## src/rtl/adc_conv_seq.sv

```systemverilog
module adc_conv_seq #(
  parameter int DW            = 16,
  parameter int CLK_NS        = 10,
  parameter int SETUP_NS      = 100,
  parameter int CS_NS         = 150,
  parameter int BUSY_LOW_TMO  = 64,
  parameter int BUSY_HIGH_TMO = 1024
) (
  input  logic          clk,
  input  logic          rst_n,
  input  logic          start,
  input  logic          adc_busy,
  input  logic [DW-1:0] adc_data,
  output logic          adc_rc_n,
  output logic          adc_cs_n,
  output logic [DW-1:0] result,
  output logic [DW-1:0] result_ob,
  output logic          result_valid,
  output logic          seq_busy,
  output logic          timeout
);
  localparam int SETUP_CYC = ((SETUP_NS + CLK_NS - 1) / CLK_NS) < 1 ? 1 : (SETUP_NS + CLK_NS - 1) / CLK_NS;
  localparam int CS_CYC    = ((CS_NS + CLK_NS - 1) / CLK_NS) < 1 ? 1 : (CS_NS + CLK_NS - 1) / CLK_NS;
  localparam int MAX_A     = SETUP_CYC > CS_CYC ? SETUP_CYC : CS_CYC;
  localparam int MAX_B     = BUSY_LOW_TMO > BUSY_HIGH_TMO ? BUSY_LOW_TMO : BUSY_HIGH_TMO;
  localparam int MAX_CNT   = MAX_A > MAX_B ? MAX_A : MAX_B;
  localparam int CW        = $clog2(MAX_CNT + 1);

  typedef enum logic [2:0] {
    S_IDLE, S_RC_SETUP, S_CS_ASSERT, S_RELEASE, S_WAIT_LOW, S_WAIT_HIGH, S_CAPTURE
  } state_t;

  state_t        st, nxt;
  logic [CW-1:0] cnt;
  logic          b_q0, b_q1, b_q2;
  logic          rise, tmo_hit;

  assign rise      = b_q1 & ~b_q2;
  assign result_ob = {~result[DW-1], result[DW-2:0]};
  assign seq_busy  = (st != S_IDLE);

  always_comb begin
    nxt     = st;
    tmo_hit = 1'b0;
    case (st)
      S_IDLE:      if (start) nxt = S_RC_SETUP;
      S_RC_SETUP:  if (cnt == CW'(SETUP_CYC - 1)) nxt = S_CS_ASSERT;
      S_CS_ASSERT: if (cnt == CW'(CS_CYC - 1)) nxt = S_RELEASE;
      S_RELEASE:   nxt = S_WAIT_LOW;
      S_WAIT_LOW:
        if (!b_q1) nxt = S_WAIT_HIGH;
        else if (cnt == CW'(BUSY_LOW_TMO - 1)) begin
          nxt     = S_IDLE;
          tmo_hit = 1'b1;
        end
      S_WAIT_HIGH:
        if (rise) nxt = S_CAPTURE;
        else if (cnt == CW'(BUSY_HIGH_TMO - 1)) begin
          nxt     = S_IDLE;
          tmo_hit = 1'b1;
        end
      S_CAPTURE:   nxt = S_IDLE;
      default:     nxt = S_IDLE;
    endcase
  end

  always_ff @(posedge clk or negedge rst_n) begin
    if (!rst_n) begin
      b_q0 <= 1'b1;
      b_q1 <= 1'b1;
      b_q2 <= 1'b1;
    end else begin
      b_q0 <= adc_busy;
      b_q1 <= b_q0;
      b_q2 <= b_q1;
    end
  end

  always_ff @(posedge clk or negedge rst_n) begin
    if (!rst_n) begin
      st           <= S_IDLE;
      cnt          <= '0;
      adc_rc_n     <= 1'b1;
      adc_cs_n     <= 1'b1;
      result       <= '0;
      result_valid <= 1'b0;
      timeout      <= 1'b0;
    end else begin
      st           <= nxt;
      cnt          <= (nxt != st) ? '0 : cnt + 1'b1;
      adc_rc_n     <= !(nxt == S_RC_SETUP || nxt == S_CS_ASSERT);
      adc_cs_n     <= !(nxt == S_CS_ASSERT);
      result_valid <= (st == S_CAPTURE);
      if (st == S_CAPTURE) result <= adc_data;
      if (tmo_hit) timeout <= 1'b1;
      else if (st == S_IDLE && start) timeout <= 1'b0;
    end
  end
endmodule

```

## config.mk

```make
export PLATFORM = sky130hd
export DESIGN_NAME = adc_conv_seq
export DESIGN_NICKNAME = d
export VERILOG_FILES = /design/src/rtl/adc_conv_seq.sv
export SDC_FILE = /design/constraint.sdc
export NUM_CORES = 1
export LEC_CHECK = 0
export BUFFER_PORTS_ARGS = -buffer_cell sky130_fd_sc_hd__clkbuf_2
export CAP_MARGIN = 10
export CORE_AREA = 2 2 52 79
export CTS_CLUSTER_DIAMETER = 200
export CTS_CLUSTER_SIZE = 16
export DETAILED_ROUTE_END_ITERATION = 8
export DIE_AREA = 0 0 54 81
export GPL_TIMING_DRIVEN = 0
export PLACE_DENSITY = 0.89
export SLEW_MARGIN = 40
export SYNTH_ARGS = -nofsm -noshare
export SYNTH_HDL_FRONTEND = slang
export SYNTH_SLANG_ARGS = --single-unit
```

## constraint.sdc

```tcl
create_clock -name clk -period 2.5 [get_ports clk]
set_input_delay 0.125 -clock clk [delete_from_list [all_inputs] [get_ports clk]]
set_output_delay 0.125 -clock clk [all_outputs]
set_load 0.02 [all_outputs]
```

==> results.yml, run 1 <==
synth:
  ys.flop_type: "dfrtp_1"
  syn_inst: 169
  synth_edf_count: 0
  async_flop_share: 1.00
  avgSynthCellArea_sq_um: 11.7
  ys_warn_count: 0
  ys_ff_latch: 37
  synthesis.area_sq_um: 1970
  synth_seq_area_share: 0.472
  syn_nets: 192
  synth.distinct_cells: 47
die:
  die_w_um: 54
  rows: 28
  die-area_sq_um: 4370
  core-area_sq_um: 3780
  die_y_um: 81
  floorplan.initialDensity: 0.522
  ios: 57
setup_path:
  startpoint: "cnt[0]"
  critPathLaunchType: "flip-flop"
  crit_path_end_kind: "flip-flop"
  crit_end: "cnt[10]"
  worstPathRequired_ps: 2650
  timing.rr.end: "cnt[10]"
  reg2reg_depth: 6
  path_class: "reg -> reg"
  cp.arrival_ps: 2170
  r2r-start: "cnt[0]"
  r2r_setup_slack_ps: 480
  crit_fanout: 8
sta:
  worstMarginPinSlew_ps: 545
  setup_viol: 0
  finalCriticalPeriod_ps: 2020
  finalHoldWorstSlack_ps: 64.4
  period_share: 0.807
  setup_tns_ps: 0
  finalHoldViolations: 0
  grt_setup_unrepaired: "no"
  maxSlewHeadroom: 0.637
  fmax_mhz: 496
  slew_violations: 0
  finalClockSkew_ps: 1.97
hold_path:
  min_path_type: "in -> reg"
global_route:
  grt_pass1_vias: 1425
  antenna_found_initial: 0
  grt_pass1_wl_um: 6340
  gr-total-overflow: 0
  grt_start_max_net_pins: 38
  grt_use_total: 0.202
drt:
  drt_iter0_drc: 28
  vias_per_cell: 5.37
  drc_errors: 0
  firstDrtPassIters: 4
  wirelength_um: 3880
  final_antenna_net_count: 0
  wl_per_cell_um: 13.9
  num_vias: 1504
cts:
  cts_buffers: 5
  root_buffer: "clkbuf_8"
  cts_tree: "done"
  clock_path_buffers: 2
  cts_htree_levels: 2
  post_cts_buffers: 0
  insertion_delay_ps: 290
  cts.clk_slew.worst_paths_ps: 70
  cts_num_sinks: 37
cells_and_area:
  nNetsFinal: 257
  post-route-util: 0.652
  layout_common_cells: "clkbuf_2, dfrtp_1, buf_4"
  syn2layout_area_growth_pct: 25.0
  num-fill-cells: 299
  layout_commonest_cell: "clkbuf_2"
  n_antenna_cell: 0
  drive_gt1_frac: 0.523
  finish.instance_area_sq_um: 2470
  multi_input_area_sq_um: 817
  register_area_sq_um: 932
power:
  power_density_nw_per_um2: 1230
  cellLeakagePower_uw: 0.00120
  power_uw: 3030
  ir_worst_vdd_uv: 860
status:
  run_status: "finished clean"
place:
  placed_cell_area_sq_um: 2310
  gp_congestion: 0.835
  port_buffers: 56
  dp_hpwl_um: 2910
job:
  cap_viol_max_count: 0
[metrics by stage]
step	worst slack, ps	cells
after floorplan	783	169
after global placement	480	270
after detailed placement	473	270
after CTS	450	280
after global routing	292	280
final	483	280
[sequential cells by signal, summed over array words and instances (netlist names)]
name          count
timeout           1
result           16
result_valid      1
b_q0              1
adc_rc_n          1
cnt              11
st                3
b_q1              1
adc_cs_n          1
b_q2              1
[cell families after synthesis]
kind of cell | share of synthesized area
simple gates | 0.164
flops | 0.472
buf+inv | 0.114
compound gates | 0.100
mux | 0.0906
xor+xnor | 0.0399
fa+ha+maj | 0.0190
[layout make-up]
cell class / instances / area share
Buffer: 25 / 0.0806
Clock buffer: 5 / 0.0279
Clock inverter: 3 / 0.0264
Inverter: 7 / 0.0106
Multi-Input combinational cell: 100 / 0.331
Sequential cell: 37 / 0.378
Tap cell: 45 / 0.0228
Timing Repair Buffer: 58 / 0.123
[critical path, cell delays in order, from the launching register on]
cell      delay (ps)
dfrtp_1          450
ha_1             250
and3_1           160
buf_2            160
nand4_1          190
a21oi_2          520
a211oi_1         160
[per-layer routing]
metal | track usage | routed length [um] | vias up
li1 | - | - | 715
met1 | 0.203 | 1320 | 712
met2 | 0.362 | 2120 | 64
met3 | 0.0533 | 316 | 13
met4 | 0.110 | 127 | 0
met5 | 0 | 0 | -
[timing repair]
action,4_1_cts,5_1_grt
hold buffers,2,0
resized for setup,0,0
hold endpoints to repair,33,0
[power breakdown]
part	total [uW]	internal (uW)	switching, uW
combinational	1480	659	819
sequential	951	800	151
clock	602	396	206
total	3030	1860	1180
[Yosys cell counts (2+ instances only)]
cell type	n	area (sq um)
inv_1	7	26.3
nand3_1	4	20.0
nor2_1	8	30.0
ha_1	3	37.5
mux2_2	15	169
xor2_1	6	52.6
nand4_1	5	31.3
nand2_1	8	30.0
buf_2	4	20.0
or3_1	2	12.5
xnor2_1	3	26.3
o21ai_0	3	15.0
and3_1	2	12.5
dfstp_2	5	131
dfrtp_1	32	801
buf_4	16	120
o22ai_1	2	12.5
a211oi_2	7	87.6
and4b_1	2	20.0
nor4_1	2	12.5
buf_6	4	45.0
nand2b_1	4	25.0
[how the worst min path moves through the flow]
| stage | startpoint | to | slack (ps) | cells after the start |
|---|---|---|---|---|
| floorplan | rst_n | cnt[0] | -170 | 0 |
| global placement | adc_busy | b_q0 | 210 | 1 |
| detailed placement | rst_n | result[6] | 150 | 1 |
| CTS | adc_data[10] | result[10] | 60 | 2 |
| global route | adc_data[7] | result[7] | 60 | 2 |
| finish | adc_data[10] | result[10] | 60 | 2 |
Note: power is estimated with default switching activity, not from simulation.
==> inputs of run 2 (changes only) <==
- CORE_AREA: 2 2 52 79 -> 2 2 57 86
- DIE_AREA: 0 0 54 81 -> 0 0 59 88
- PLACE_DENSITY: 0.89 -> 0.8
- clock period: 2.5 -> 1.7 ns (I/O delays scaled with it)
==> run 2 against run 1 <==
Effect of this change:
- the flow now finishes with violations (negative setup slack)
- core utilization fell by 7.4 points
- design area up 3.7%
- sequential share of layout area decreased by 1.3 points
- combinational power increased by 64%
- register-to-register slack worse by 610 ps
- clock-buffer cell count up 3
- via count increased by 2.7%
- critical path type unchanged
- total power up 46%
- final cell count rose by 3.2%
==> results.yml, run 2 (synthesis gave the netlist of run 1 again) <==
drt:
  drt_iter0_drc: 32
  final_antenna_net_count: 0
  vias_per_cell: 5.34
  wirelength_um: 4110
  firstDrtPassIters: 4
  drc_errors: 0
  num_vias: 1544
  wl_per_cell_um: 14.2
global_route:
  grt_start_max_net_pins: 38
  use_met1: 0.195
  antenna_found_initial: 0
  grt_pass1_vias: 1425
  grt_most_used_layer: "met2"
  gr-total-overflow: 0
  grt_pass1_wl_um: 6690
  use_met2: 0.295
  grt_use_total: 0.173
  use_met3: 0.0428
die:
  core-area_sq_um: 4430
  ios: 57
  floorplan.initialDensity: 0.446
  rows: 30
  die_w_um: 59
  die-area_sq_um: 5190
  die_y_um: 88
cts:
  cts_buffers: 5
  clock_path_buffers: 2
  insertion_delay_ps: 290
  root_buffer: "clkbuf_8"
  cts_num_sinks: 37
  cts_tree: "done"
  cts_htree_levels: 2
  cts.clk_slew.worst_paths_ps: 70
setup_path:
  crit_fanout: 6
  path_class: "reg -> reg"
  worstPathRequired_ps: 1860
  crit_path_end_kind: "flip-flop"
  cp.arrival_ps: 1990
  critPathLaunchType: "flip-flop"
place:
  dpl.cell_count: 273
  port_buffers: 56
  placed_cell_area_sq_um: 2320
  dp_hpwl_um: 2840
  gp_congestion: 0.830
job:
  cap_viol_max_count: 0
sta:
  finalCriticalPeriod_ps: 1830
  finalHoldWorstSlack_ps: 20.6
  worstMarginPinSlew_ps: 514
  finalHoldViolations: 0
  finalClockSkew_ps: 6.41
  setup_viol: 12
  maxSlewHeadroom: 0.657
  fmax_mhz: 547
  slew_violations: 0
  grt_setup_unrepaired: "yes"
  layout_setup_ws_ps: -130
  period_share: 1.08
cells_and_area:
  syn2layout_area_growth_pct: 29.6
  post-route-util: 0.578
  layout_common_cells: "clkbuf_2, dfrtp_1, buf_4"
  layout_commonest_cell: "clkbuf_2"
  num-fill-cells: 345
  stdcell_count: 289
  top_regs: "result x16, cnt x11, st x3"
  nNetsFinal: 263
  n_antenna_cell: 0
  top_register: "result"
  largest_reg_flops: 16
  drive_gt1_frac: 0.568
  finish.instance_area_sq_um: 2560
status:
  violations: "negative setup slack"
  run_status: "finished, violations left"
power:
  power_density_nw_per_um2: 1730
  power_uw: 4420
  cellLeakagePower_uw: 0.00121
  ir_worst_vdd_uv: 430
hold_path:
  min_path_type: "in -> reg"
-- run 2: changes by cell type in the layout (fill, tap and decap cells not counted), moves of 3 or more --
cell / previous run / this run
clkbuf_1: 0 / 3
buf_2: 4 / 1
buf_4: 16 / 20
nor2_1: 8 / 5
buf_6: 4 / 8
nor2_2: 0 / 3
ha_1: 3 / 0
-- run 2: critical path: stages, from the launching register on --
cell	delay, ps
dfrtp_2	440
ha_2	200
nor4b_4	180
nand4_1	180
and3_1	190
or4_1	490
-- run 2: timing repair --
| item | CTS | global route |
|---|---|---|
| hold buffers | 2 | 0 |
| endpoints found under the hold margin | 33 | 0 |
| pin swaps | 5 | 7 |
| setup endpoints to repair | 22 | 25 |
| resized for setup | 13 | 11 |
| setup buffers | 4 | 2 |
| gates cloned | 1 | 0 |
-- run 2: area by class of cell --
| type | count | area [sq um] | area share |
|---|---|---|---|
| plain buffers | 25 | 218 | 0.0851 |
| clock buffers | 8 | 80.1 | 0.0313 |
| inverters | 7 | 26.3 | 0.0103 |
| multi-input cells | 100 | 876 | 0.342 |
| flip-flops and latches | 37 | 935 | 0.365 |
| well taps | 48 | 60.1 | 0.0235 |
| repair buffers | 64 | 364 | 0.142 |
-- run 2: power breakdown --
group	switching, uW	internal, uW	leakage, uW
Sequential	220	1180	0.000450
Clock	290	291	0.0000395
Combinational	1300	1130	0.000722
-- run 2: routing by layer --
layer,up-vias,wire [um]
li1,721,-
met1,766,1610
met2,47,2200
met3,10,171
met4,0,123
met5,-,0
-- run 2: through the flow --
step | setup slack (ps) | setup TNS [ps]
floorplan | 14.7 | 0
global placement | -264 | -3050
detailed placement | -288 | -3520
CTS | -151 | -1220
global route | -212 | -1950
finish | -130 | -1020
-- run 2: worst paths after layout --
path                        startpoint   endpoint  slack [ps]  cells after the start
min in group asynchronous        rst_n  result[3]         320                      2
min reg2reg                       b_q0       b_q1         360                      0
min                        adc_data[3]  result[3]          20                      2
max                             cnt[0]      st[0]        -130                      5
max reg2reg                     cnt[0]      st[0]        -130                      5
max in group asynchronous        rst_n       b_q1        1000                      2
